**src/rtl/prc_pkg.sv**
```systemverilog
package prc_pkg;

    typedef enum logic [2:0] {
        ST_IDLE    = 3'd0,
        ST_WAIT_CS = 3'd1,
        ST_WAIT_T1 = 3'd2,
        ST_WAIT_T2 = 3'd3,
        ST_FIRE    = 3'd4
    } prc_state_t;

    localparam logic [1:0] RESYNC_ON = 2'b10;

endpackage

```
**src/rtl/prc_operands.sv**
```systemverilog
module prc_operands #(
    parameter int MOD_W   = 16,
    parameter int DIV_W   = 12,
    parameter int MOD_CAP = 4095
) (
    input  logic [MOD_W-1:0] mod_raw,
    input  logic [DIV_W-1:0] div_raw,
    input  logic             ext_phase,
    output logic [MOD_W-1:0] mod_eff,
    output logic [DIV_W-1:0] div_eff
);
    localparam logic [MOD_W-1:0] CAP = MOD_W'(MOD_CAP);

    logic [MOD_W-1:0] mod_clamped;

    always_comb begin
        if (ext_phase && (mod_raw > CAP)) begin
            mod_clamped = CAP;
        end else begin
            mod_clamped = mod_raw;
        end
        mod_eff = (mod_clamped == '0) ? MOD_W'(1) : mod_clamped;
        div_eff = (div_raw == '0) ? DIV_W'(1) : div_raw;
    end

endmodule

```
**src/rtl/prc_prescaler.sv**
```systemverilog
module prc_prescaler #(
    parameter int MOD_W = 16
) (
    input  logic             clk,
    input  logic             rst_n,
    input  logic             restart,
    input  logic [MOD_W-1:0] mod_eff,
    output logic             pre_tick
);
    logic [MOD_W-1:0] pcnt;

    assign pre_tick = (pcnt >= (mod_eff - MOD_W'(1)));

    always_ff @(posedge clk or negedge rst_n) begin
        if (!rst_n) begin
            pcnt <= '0;
        end else if (restart || pre_tick) begin
            pcnt <= '0;
        end else begin
            pcnt <= pcnt + MOD_W'(1);
        end
    end

    p_restart_clears_r1: assert property (@(posedge clk) disable iff (!rst_n)
        restart |=> (pcnt == '0));

endmodule

```
**src/rtl/prc_tick_counter.sv**
```systemverilog
module prc_tick_counter #(
    parameter int DIV_W = 12
) (
    input  logic             clk,
    input  logic             rst_n,
    input  logic             restart,
    input  logic             pre_tick,
    input  logic [DIV_W-1:0] div_eff,
    output logic             sync_tick
);
    logic [DIV_W-1:0] tcnt;
    logic             last;

    assign last      = (tcnt >= (div_eff - DIV_W'(1)));
    assign sync_tick = pre_tick && last;

    always_ff @(posedge clk or negedge rst_n) begin
        if (!rst_n) begin
            tcnt <= '0;
        end else if (restart) begin
            tcnt <= '0;
        end else if (pre_tick) begin
            tcnt <= last ? '0 : tcnt + DIV_W'(1);
        end
    end

    p_tick_needs_pre_r1: assert property (@(posedge clk) disable iff (!rst_n)
        sync_tick |-> pre_tick);
    p_restart_tcnt_r1: assert property (@(posedge clk) disable iff (!rst_n)
        restart |=> (tcnt == '0));

endmodule

```
**src/rtl/prc_seq_fsm.sv**
```systemverilog
module prc_seq_fsm
    import prc_pkg::*;
(
    input  logic       clk,
    input  logic       rst_n,
    input  logic       freq_wr,
    input  logic       cs_rise,
    input  logic       sync_tick,
    input  logic [1:0] mode,
    input  logic       band_dis,
    output logic       band_req,
    output logic       resync
);
    prc_state_t state, state_nx;
    logic       arm_ok;
    logic       req_q;

    assign arm_ok = !band_dis && (mode == RESYNC_ON);

    always_comb begin
        state_nx = state;
        if (freq_wr) begin
            state_nx = arm_ok ? ST_WAIT_CS : ST_IDLE;
        end else begin
            unique case (state)
                ST_IDLE:    state_nx = ST_IDLE;
                ST_WAIT_CS: if (cs_rise)   state_nx = ST_WAIT_T1;
                ST_WAIT_T1: if (sync_tick) state_nx = ST_WAIT_T2;
                ST_WAIT_T2: if (sync_tick) state_nx = ST_FIRE;
                ST_FIRE:    state_nx = ST_IDLE;
                default:    state_nx = ST_IDLE;
            endcase
        end
    end

    always_ff @(posedge clk or negedge rst_n) begin
        if (!rst_n) begin
            state <= ST_IDLE;
        end else begin
            state <= state_nx;
        end
    end

    always_ff @(posedge clk or negedge rst_n) begin
        if (!rst_n) begin
            req_q <= 1'b0;
        end else begin
            req_q <= freq_wr && !band_dis;
        end
    end

    assign band_req = req_q;
    assign resync   = (state == ST_FIRE);

    p_req_one_cycle_r4: assert property (@(posedge clk) disable iff (!rst_n)
        band_req && !$past(freq_wr) |-> 1'b0 || band_req == 1'b0 || $past(freq_wr));
    p_req_after_wr_r4: assert property (@(posedge clk) disable iff (!rst_n)
        (freq_wr && !band_dis) |=> band_req);
    p_dis_no_req_r5: assert property (@(posedge clk) disable iff (!rst_n)
        (freq_wr && band_dis) |=> !band_req);
    p_mode_gate_r6: assert property (@(posedge clk) disable iff (!rst_n)
        (freq_wr && (mode != RESYNC_ON)) |=> (state == ST_IDLE));
    p_resync_one_cycle_r7: assert property (@(posedge clk) disable iff (!rst_n)
        resync |=> !resync);
    p_resync_after_tick_r7: assert property (@(posedge clk) disable iff (!rst_n)
        resync |-> $past(sync_tick));
    p_cancel_r8: assert property (@(posedge clk) disable iff (!rst_n)
        freq_wr |=> !resync);

endmodule

```
**src/rtl/phase_resync_ctrl.sv**
```systemverilog
module phase_resync_ctrl #(
    parameter int MOD_W   = 16,
    parameter int DIV_W   = 12,
    parameter int MOD_CAP = 4095
) (
    input  logic             clk,
    input  logic             rst_n,
    input  logic [DIV_W-1:0] clkdiv_i,
    input  logic [MOD_W-1:0] mod_i,
    input  logic             ext_phase_i,
    input  logic [1:0]       resync_mode_i,
    input  logic             band_sel_dis_i,
    input  logic             freq_wr_i,
    input  logic             cs_rise_i,
    output logic             band_sel_req_o,
    output logic             resync_o,
    output logic             sync_tick_o
);
    logic [MOD_W-1:0] mod_eff;
    logic [DIV_W-1:0] div_eff;
    logic             pre_tick;
    logic             sync_tick;

    prc_operands #(.MOD_W(MOD_W), .DIV_W(DIV_W), .MOD_CAP(MOD_CAP)) u_ops (
        .mod_raw   (mod_i),
        .div_raw   (clkdiv_i),
        .ext_phase (ext_phase_i),
        .mod_eff   (mod_eff),
        .div_eff   (div_eff)
    );

    prc_prescaler #(.MOD_W(MOD_W)) u_pre (
        .clk      (clk),
        .rst_n    (rst_n),
        .restart  (freq_wr_i),
        .mod_eff  (mod_eff),
        .pre_tick (pre_tick)
    );

    prc_tick_counter #(.DIV_W(DIV_W)) u_tick (
        .clk       (clk),
        .rst_n     (rst_n),
        .restart   (freq_wr_i),
        .pre_tick  (pre_tick),
        .div_eff   (div_eff),
        .sync_tick (sync_tick)
    );

    prc_seq_fsm u_fsm (
        .clk       (clk),
        .rst_n     (rst_n),
        .freq_wr   (freq_wr_i),
        .cs_rise   (cs_rise_i),
        .sync_tick (sync_tick),
        .mode      (resync_mode_i),
        .band_dis  (band_sel_dis_i),
        .band_req  (band_sel_req_o),
        .resync    (resync_o)
    );

    assign sync_tick_o = sync_tick;

endmodule

```
**config.mk**
```make
export PLATFORM = sky130hd
export DESIGN_NAME = phase_resync_ctrl
export DESIGN_NICKNAME = d
export VERILOG_FILES = /design/src/rtl/prc_pkg.sv /design/src/rtl/prc_operands.sv /design/src/rtl/prc_prescaler.sv /design/src/rtl/prc_tick_counter.sv /design/src/rtl/prc_seq_fsm.sv /design/src/rtl/phase_resync_ctrl.sv
export SDC_FILE = /design/constraint.sdc
export NUM_CORES = 1
export LEC_CHECK = 0
export CORE_ASPECT_RATIO = 0.6
export CORE_MARGIN = 2
export CORE_UTILIZATION = 40
export CTS_CLUSTER_DIAMETER = 50
export DETAILED_ROUTE_END_ITERATION = 10
export DONT_BUFFER_PORTS = 1
export PLACE_DENSITY = 0.59
export SLEW_MARGIN = 10
export SYNTH_ARGS = -nofsm -noshare
export SYNTH_HDL_FRONTEND = slang
export SYNTH_SLANG_ARGS = --single-unit
```
**constraint.sdc**
```tcl
create_clock -name clk -period 6.1 [get_ports clk]
set_clock_uncertainty 0.05 [all_clocks]
set_input_delay 0.305 -clock clk [delete_from_list [all_inputs] [get_ports clk]]
set_output_delay 0.305 -clock clk [all_outputs]
set_load 0.01 [all_outputs]
```
==> results.sh, run 1 <==
export IMPL_core_area_um2=6680
export IMPL_place_gp_congestion=0.840
export IMPL_n_antenna_cell=0
export IMPL_cts_setup_buffers=0
export IMPL_p_seq_share_pct=42.1
export IMPL_start_kind="primary input"
export IMPL_p_leak_nw=1.34
export IMPL_fin_cells=410
export IMPL_drc_errors=0
export IMPL_synth_area_um2=2750
export IMPL_required_ns=6.26
export IMPL_switching_power_w=0.000118
export IMPL_status="finished, final reports clean"
export IMPL_wl_per_cell_um=14.1
export IMPL_syn_inst=318
export IMPL_ys_async_sr_fraction_pct=100
export IMPL_grt_max_degree=33
export IMPL_rsz0062_at_grt="no"
export IMPL_io_buffers=0
export IMPL_clock_latency_ns=0.28
export IMPL_rows=23
export IMPL_grt_use_met1_pct=25.4
export IMPL_yosys_cell_types_count=47
export IMPL_clk_pin_slew_ns=0.05
export IMPL_die_w_um=111
export IMPL_clockBufferDepth=2
export IMPL_area_growth_syn_to_layout_pct=9.95
export IMPL_tns_ns=0
export IMPL_p_comb_share_pct=11.1
export IMPL_grtUsageMet2_pct=21.0
export IMPL_ir_drop_v=0.000150
export IMPL_fin_crit_sh_pct=75.7
export IMPL_timing_fmax_mhz=216
export IMPL_overflow=0
export IMPL_worstSetupPathType="primary input to flop"
export IMPL_drt_first_pass_iters=4
export IMPL_grt_pass1_vias=2042
export IMPL_routed_wirelength_um=5780
export IMPL_fin_crit_ns=4.62
export IMPL_final_cell_mix="nor2_1, ha_1, dfrtp_1"
export IMPL_grt_util_met3_pct=5.05
export IMPL_clock_root_buffer="clkbuf_16"
export IMPL_hpwl_um=4530
export IMPL_cp_max_fo=12
export IMPL_yosysSeqAreaShare_pct=29.1
export IMPL_numCtsBuffers=5
export IMPL_intPower_w=0.000404
export IMPL_grt_pass1_wl_um=9850
export IMPL_drive_above_1_share_pct=4.95
export IMPL_clockPowerShare_pct=46.9
export IMPL_viasPerCell=5.63
export IMPL_worstHoldPathType="primary input to flop"
export IMPL_busiest_layer="met1"
export IMPL_finalSetupViolCount=0
export IMPL_track_usage_pct=16.3
export IMPL_synth_fp_nets=386
export IMPL_slew_headroom_pct=44.4
export IMPL_final_common_cell="nor2_1"
export IMPL_power_density_nw_per_um2=172
export IMPL_ys_seq_elements=32
export IMPL_drv_cap=0
export IMPL_syn_area_per_cell_um2=8.66
export IMPL_io_pins=39
export IMPL_synth_edf_count=0
export IMPL_worst_pin_slew_ns=0.832
export IMPL_cts_tree="done"
export IMPL_cts_htree_levels=2
export IMPL_hold_viol=0
export IMPL_antenna_found_initial=0
export IMPL_drtIter0Drc=175
export IMPL_cts_sinks=32
export IMPL_final_max_slew_viol_count=0
export IMPL_reg2reg_setup_slack_ns=3.30
export IMPL_swShare_pct=22.6
export IMPL_place_inst=400
export IMPL_die_area_um2=7590
export IMPL_fillers=654
export IMPL_arrival_ns=4.78
export IMPL_ant_nets=0
export IMPL_yosys_most_used_dff="dfrtp_1"
export IMPL_vias=2307
export IMPL_crit_path_end_kind="flop"
export IMPL_die_h_um=68.3
export IMPL_floorplan_initialDensity_pct=41.2
export IMPL_fin_nets=390
export IMPL_yosys_warnings=0
==> registers in the layout (all words and copies together), names as in the netlist <==
signal          flops
u_pre.pcnt         16
u_fsm.band_req      1
u_fsm.state         3
u_tick.tcnt        12
==> power by group through the flow <==
| stage | logic, W | registers [W] | clock network, W |
|---|---|---|---|
| finish | 0.0000576 | 0.000219 | 0.000244 |
| global route | 0.0000676 | 0.000220 | 0.000262 |
| CTS | 0.0000585 | 0.000219 | 0.000254 |
| detailed placement | 0.0000517 | 0.000223 | 0 |
| global placement | 0.0000506 | 0.000223 | 0 |
| floorplan | 0.0000432 | 0.000222 | 0 |
==> worst paths after layout <==
check | startpoint | end | cells past startpoint
worst max register to register | u_pre.pcnt[9] | u_tick.tcnt[6] | 7
max in group asynchronous | rst_n | u_tick.tcnt[0] | 2
min in group asynchronous | rst_n | u_tick.tcnt[8] | 2
worst min register to register | u_fsm.state[2] | u_fsm.state[2] | 1
worst min-delay path | freq_wr_i | u_fsm.state[2] | 1
worst max-delay path | mod_i[14] | u_tick.tcnt[6] | 16
==> cell type report <==
class,count,area [µm²],share of cell area [%]
timing repair buffer,5,52.6,1.74
inverter,10,37.5,1.24
tap,87,109,3.60
multi-input combinational,268,1880,62.1
sequential,32,801,26.4
clock buffer,8,146,4.83
==> per-layer routing <==
metal / vias to the layer above / routed length [µm]
li1: 1180 / -
met1: 1091 / 3290
met2: 34 / 2180
met3: 2 / 285
met4: 0 / 19
met5: - / 0
==> logic make-up after synthesis <==
family	after synthesis	share of synthesized area [%]
simple gates	143	27.1
flops	32	29.1
mux	2	0.772
compound gates	58	15.4
xor+xnor	33	10.5
fa+ha+maj	32	14.5
buf+inv	18	2.59
==> synthesized netlist by cell type (2+ instances only) <==
library cell | count | area (µm²)
nand2_1 | 17 | 63.8
nor2b_1 | 7 | 43.8
nor4_1 | 4 | 25.0
a211oi_1 | 7 | 52.6
dfrtp_1 | 32 | 801
xor2_1 | 14 | 123
o21ai_0 | 8 | 40.0
and2_1 | 3 | 18.8
inv_1 | 10 | 37.5
nand2b_1 | 2 | 12.5
a22o_1 | 6 | 52.6
nand3b_1 | 2 | 15.0
clkbuf_1 | 5 | 18.8
nand4_1 | 5 | 31.3
and3_1 | 10 | 62.6
o41ai_1 | 2 | 17.5
nor3b_1 | 6 | 45.0
a32o_1 | 4 | 40.0
nor2_1 | 45 | 169
o211ai_1 | 3 | 22.5
o31a_1 | 3 | 26.3
buf_2 | 3 | 15.0
ha_1 | 32 | 400
xnor2_1 | 19 | 166
a21oi_1 | 7 | 35.0
or3_1 | 6 | 37.5
nor3_1 | 15 | 75.1
o31ai_1 | 8 | 60.1
nand3_1 | 14 | 70.1
a31oi_1 | 2 | 12.5
==> worst max-delay path, stage by stage <==
cell and delay, ns:
nor4_1 0.37, nor2_1 0.07, buf_4 0.18, a211oi_1 0.30, ha_1 0.27, nand2_1 0.12, nor3_1 0.36, nor3b_1 0.26
mux2_2 0.36, ha_1 0.27, nand2_1 0.06, nor3_1 0.23, o21ai_0 0.16, o21ai_1 0.41, nor2b_1 0.73, a32o_1 0.28
==> per-stage QoR <==
stage                     total power (W)  utilization, %  setup WS, ns  hold slack [ns]  instance area (µm²)
after floorplan                  0.000265               -          2.05          -0.0406                 2750
after global placement           0.000273            42.7          1.31          -0.0399                 2850
after detailed placement         0.000274            42.7          1.26          -0.0396                 2850
after CTS                        0.000532            45.4          1.51           0.0365                 3030
after global routing             0.000549            45.4          1.08           0.0386                 3030
final                            0.000521            45.4          1.48           0.0475                 3030
==> what timing repair did <==
item,in CTS,in global routing
hold endpoints to repair,32,0
resized for setup,0,0
hold buffers,2,0
endpoints found under the setup margin,0,0
Note: power is estimated with default switching activity, not from simulation.
==> inputs of run 2 (changes only) <==
clock period = 4.3 ns   (was 6.1 ns; I/O delays follow)
==> run 2 against run 1 <==
Compared with the run above:
- sequential share of layout area shrank 0.44 points
- die area is the same
- hold slack lost 0.012 ns
- global-route usage grew 1.2 points
- final cell count grew 0.98%
- first-iteration DRC count shrank 25%
- largest cell class unchanged
==> results.sh, run 2 (synthesized netlist as in run 1, its figures left out) <==
export IMPL_status="finished, final reports clean"
export IMPL_drc_errors=0
export IMPL_fin_cells=414
export IMPL_drtIter0Drc=131
export IMPL_tns_ns=0
export IMPL_numCtsBuffers=5
export IMPL_cts_sinks=32
export IMPL_grt_max_degree=33
export IMPL_ir_drop_v=0.000172
export IMPL_drt_first_pass_iters=4
export IMPL_worstSetupPathType="primary input to primary output"
export IMPL_place_gp_congestion=0.783
export IMPL_antenna_found_initial=0
export IMPL_worstHoldPathType="primary input to flop"
export IMPL_track_usage_pct=17.5
export IMPL_hp_start="freq_wr_i"
export IMPL_hold_depth=2
export IMPL_core_area_um2=6680
export IMPL_wl_per_cell_um=15.0
export IMPL_worst_pin_slew_ns=0.555
export IMPL_fin_crit_ns=3.90
export IMPL_fin_nets=395
export IMPL_finalSetupViolCount=0
export IMPL_slew_headroom_pct=62.5
export IMPL_area_growth_syn_to_layout_pct=11.8
export IMPL_ant_nets=0
export IMPL_switching_power_w=0.000171
export IMPL_hpwl_um=4830
export IMPL_cts_tree="done"
export IMPL_p_leak_nw=1.37
export IMPL_place_inst=403
export IMPL_final_common_cell="nor2_1"
export IMPL_final_cell_mix="nor2_1, ha_1, dfrtp_1"
export IMPL_swShare_pct=23.5
export IMPL_io_pins=39
export IMPL_cts_setup_buffers=0
export IMPL_intPower_w=0.000555
export IMPL_fin_crit_sh_pct=90.7
export IMPL_timing_rr_end="u_fsm.state[0]"
export IMPL_largestRegisters="u_pre.pcnt (16), u_tick.tcnt (12), u_fsm.state (3)"
export IMPL_required_ns=4.03
export IMPL_n_antenna_cell=0
export IMPL_grt_pass1_vias=2166
export IMPL_final_max_slew_viol_count=0
export IMPL_power_w=0.000726
export IMPL_die_area_um2=7590
export IMPL_start_kind="primary input"
export IMPL_clockBufferDepth=2
export IMPL_overflow=0
export IMPL_reg2reg_depth=8
export IMPL_die_w_um=111
export IMPL_clockPowerShare_pct=45.1
export IMPL_cts_htree_levels=2
export IMPL_cp_max_fo=6
export IMPL_p_comb_share_pct=11.9
export IMPL_crit_path_end_kind="primary output"
export IMPL_reg2reg_from="u_pre.pcnt[9]"
export IMPL_clock_root_buffer="clkbuf_16"
export IMPL_largest_register_ffs=16
export IMPL_viasPerCell=5.76
export IMPL_drv_cap=0
export IMPL_grt_pass1_wl_um=10600
export IMPL_rsz0062_at_grt="no"
export IMPL_vias=2386
export IMPL_arrival_ns=3.63
export IMPL_power_density_nw_per_um2=236
export IMPL_timing_fmax_mhz=257
export IMPL_rows=23
export IMPL_largest_register="u_pre.pcnt"
export IMPL_reg2reg_setup_slack_ns=1.71
export IMPL_floorplan_initialDensity_pct=41.2
export IMPL_clock_latency_ns=0.28
export IMPL_p_seq_share_pct=42.9
export IMPL_drive_above_1_share_pct=6.42
export IMPL_routed_wirelength_um=6230
export IMPL_clk_pin_slew_ns=0.05
export IMPL_die_h_um=68.3
export IMPL_hold_path_end="u_fsm.state[1]"
export IMPL_hold_viol=0
export IMPL_fillers=672
export IMPL_io_buffers=0
-- run 2: changes by cell type in the layout (fill, tap and decap cells not counted) --
cell | before | now
buf_12 | 1 | 2
dlygate4sd3_1 | 1 | 3
clkbuf_1 | 2 | 1
clkinv_2 | 0 | 1
nor4_2 | 0 | 1
nor2b_2 | 0 | 1
clkbuf_8 | 1 | 0
nor4_1 | 4 | 3
nor2b_1 | 7 | 6
buf_4 | 3 | 5
-- run 2: worst max-delay path, stage by stage --
cell and delay, ns:
nor4_2 0.30, nor2_1 0.13, a211oi_1 0.31, ha_1 0.27, nand2_1 0.12, nor3_1 0.26, buf_4 0.16, nand2_1 0.06
xnor2_1 0.13, nand2_1 0.07, ha_1 0.22, a211oi_1 0.23, o21ai_0 0.14, a221oi_1 0.45, o21ai_1 0.16, buf_4 0.19
and2_1 0.20
-- run 2: area by class of cell --
class	instances	area (µm²)	share of cell area, %
inverters	10	37.5	1.22
multi-input cells	268	1890	61.4
well taps	87	109	3.54
flip-flops and latches	32	801	26.0
clock inverters	1	5.00	0.163
repair buffers	10	108	3.49
clock buffers	6	129	4.19
-- run 2: metrics by stage --
stage	cell area, µm²	setup WS [ns]	util [%]	hold WS (ns)
final	3080	0.401	46.1	0.0357
after global routing	3080	0.0485	46.1	0.0417
after CTS	3070	0.289	46.0	0.0290
after detailed placement	2890	0.00564	43.2	-0.130
after global placement	2890	0.0681	43.2	-0.130
after floorplan	2750	0.336	-	-0.131
-- run 2: worst max path at each step --
stage	to	from	slack [ns]
after floorplan	u_tick.tcnt[3]	mod_i[14]	0.34
after global placement	u_tick.tcnt[6]	mod_i[14]	0.07
after detailed placement	u_tick.tcnt[6]	mod_i[14]	0.006
after CTS	u_tick.tcnt[6]	mod_i[14]	0.29
after global routing	sync_tick_o	mod_i[14]	0.05
final	sync_tick_o	mod_i[14]	0.40
-- run 2: timing repair --
action / CTS / global route
resized for setup: 0 / 2
endpoints found under the hold margin: 34 / 0
setup endpoints to repair: 0 / 13
hold buffers: 4 / 0
-- run 2: routing by layer --
metal	vias to the layer above	GRT usage, %	part of all wire, %
met5	-	0	0
met4	0	4.63	0.69
met3	4	4.78	6.3
met2	59	25.1	41
met1	1129	25.9	52
li1	1194	-	-
-- run 2: power by group through the flow --
stage,clock [W],combinational [W],sequential (W)
after global placement,0,0.0000742,0.000316
after CTS,0.000341,0.0000875,0.000311
after detailed placement,0,0.0000762,0.000317
after global routing,0.000353,0.0000998,0.000312
final,0.000328,0.0000864,0.000312
after floorplan,0,0.0000612,0.000315
==> inputs of run 3 (changes only) <==
CORE_ASPECT_RATIO = 0.8   (was 0.6)
==> run 3 against run 2 <==
Compared with the run above:
- first-iteration DRC count fell by 3.1%
- clock power fell by 24%
- largest power group is now registers
- largest cell class unchanged
- critical endpoint unchanged
- worst setup slack got worse by 0.0066 ns
- critical path type unchanged
- count of clock-buffer cells in the layout rose by 1
- die area fell by 0.23%
- wire length fell by 2.7%
- final area fell by 1.2%
==> results.sh, run 3 (synthesized netlist as in run 1, its figures left out) <==
export IMPL_status="finished, final reports clean"
export IMPL_worst_path_stages=17
export IMPL_hpwl_um=4800
export IMPL_finish_utilization_pct=44.8
export IMPL_die_w_um=96.8
export IMPL_drt_first_pass_iters=4
export IMPL_worstHoldPathType="primary input to flop"
export IMPL_worstPathBufferInverterCount=2
export IMPL_reg2reg_depth=7
export IMPL_crit_path_end_kind="primary output"
export IMPL_cts_tree="done"
export IMPL_viasPerCell=5.62
export IMPL_finalSetupViolCount=0
export IMPL_wl_per_cell_um=14.5
export IMPL_io_buffers=0
export IMPL_final_cell_mix="nor2_1, ha_1, dfrtp_1"
export IMPL_routed_wirelength_um=6060
export IMPL_path_delay_family="compound AO/OA/AOI/OAI gates"
export IMPL_grt_pass1_wl_um=10500
export IMPL_rows=27
export IMPL_critPathMaxStageDelay_ns=0.39
export IMPL_final_max_slew_viol_count=0
export IMPL_fin_nets=398
export IMPL_hold_viol=0
export IMPL_clk_pin_slew_ns=0.06
export IMPL_drtIter0Drc=127
export IMPL_required_ns=4.03
export IMPL_start_kind="primary input"
export IMPL_slowest_stage="a221oi_1"
export IMPL_cts_sinks=32
export IMPL_ir_drop_v=0.000121
export IMPL_drv_cap=0
export IMPL_grt_max_degree=33
export IMPL_largestRegisters="u_pre.pcnt (16), u_tick.tcnt (12), u_fsm.state (3)"
export IMPL_vias=2343
export IMPL_post_cts_resized=0
export IMPL_fin_crit_ns=3.91
export IMPL_hold_depth=2
export IMPL_fin_crit_sh_pct=90.8
export IMPL_cpMostUsedCell="nand2_1"
export IMPL_tns_ns=0
export IMPL_crit_chain="nor4_1, nor2_1, a211oi_1, ha_1, nand2_1, nor3_1, buf_4, nand2_1, xnor2_1, nand2_1, ha_1, a211oi_1, o21ai_0, a221oi_1, o21ai_1, buf_4, and2_1"
export IMPL_clockBufferDepth=2
export IMPL_n_antenna_cell=0
export IMPL_worst_pin_slew_ns=0.775
export IMPL_clock_root_buffer="clkbuf_8"
export IMPL_timing_fmax_mhz=256
export IMPL_drive_above_1_share_pct=6.97
export IMPL_cts_htree_levels=2
export IMPL_cp_max_fo=6
export IMPL_area_growth_syn_to_layout_pct=10.5
export IMPL_floorplan_initialDensity_pct=40.6
export IMPL_final_common_cell="nor2_1"
export IMPL_worstSetupPathType="primary input to primary output"
export IMPL_numCtsBuffers=5
export IMPL_track_usage_pct=16.8
export IMPL_core_area_um2=6790
export IMPL_die_h_um=78.2
export IMPL_overflow=0
export IMPL_fillers=670
export IMPL_p_leak_nw=1.36
export IMPL_antenna_found_initial=0
export IMPL_clock_latency_ns=0.28
export IMPL_place_gp_congestion=0.817
export IMPL_grt_pass1_vias=2198
export IMPL_largest_register_ffs=16
export IMPL_power_density_nw_per_um2=213
export IMPL_rsz0062_at_grt="no"
export IMPL_largest_register="u_pre.pcnt"
export IMPL_die_area_um2=7570
export IMPL_io_pins=39
export IMPL_drc_errors=0
export IMPL_arrival_ns=3.64
export IMPL_ant_nets=0
export IMPL_reg2reg_setup_slack_ns=1.60
export IMPL_slew_headroom_pct=48.2
run 3: cell count changes in the layout (fill, tap and decap cells not counted), sizes merged:
| cell | previous run | this run |
|---|---|---|
| clkbuf | 6 | 7 |
| clkinv | 1 | 0 |
| buf | 7 | 10 |
run 3: worst paths after layout:
| path | from | end |
|---|---|---|
| setup / recovery | mod_i[14] | sync_tick_o |
| hold / removal | freq_wr_i | u_fsm.state[1] |
| setup reg to reg | u_pre.pcnt[7] | u_fsm.state[0] |
| hold reg to reg | u_pre.pcnt[0] | u_pre.pcnt[0] |
| max in group asynchronous | rst_n | u_fsm.band_req |
| min in group asynchronous | rst_n | u_pre.pcnt[3] |
run 3: what timing repair did:
| item | 4_1_cts | 5_1_grt |
|---|---|---|
| setup buffers | 0 | 0 |
| endpoints found under the setup margin | 0 | 0 |
| hold buffers | 4 | 0 |
| endpoints found under the hold margin | 34 | 0 |
run 3: power by group:
part           total (W)  internal (W)  leakage [nW]  switching (W)
logic          0.0000853     0.0000392         0.868      0.0000461
registers       0.000311      0.000305         0.443     0.00000619
clock network   0.000250      0.000142        0.0503       0.000108
run 3: final cells by class:
| type | count | area (µm²) | share of cell area [%] |
|---|---|---|---|
| Clock buffer | 7 | 96.3 | 3.17 |
| Multi-Input combinational cell | 268 | 1880 | 61.8 |
| Sequential cell | 32 | 801 | 26.3 |
| Inverter | 10 | 37.5 | 1.23 |
| Tap cell | 87 | 109 | 3.58 |
| Timing Repair Buffer | 13 | 118 | 3.87 |
run 3: metal layers:
layer / vias to the layer above / wire (µm) / track usage (%)
met5: - / 0 / 0
met4: 0 / 18 / 2.96
met3: 2 / 246 / 4.01
met2: 38 / 2510 / 24.1
met1: 1100 / 3280 / 25.8
li1: 1203 / - / -
run 3: stage by stage:
stage	worst slack (ns)	instances	cell area (µm²)	hold WS, ns	total power, W
after floorplan	0.336	318	2750	-0.131	0.000376
after global placement	0.369	406	2900	-0.130	0.000391
after detailed placement	0.292	406	2900	-0.130	0.000392
after CTS	0.389	417	3040	0.0264	0.000655
after global routing	0.0528	417	3040	0.0307	0.000682
final	0.395	417	3040	0.0339	0.000647
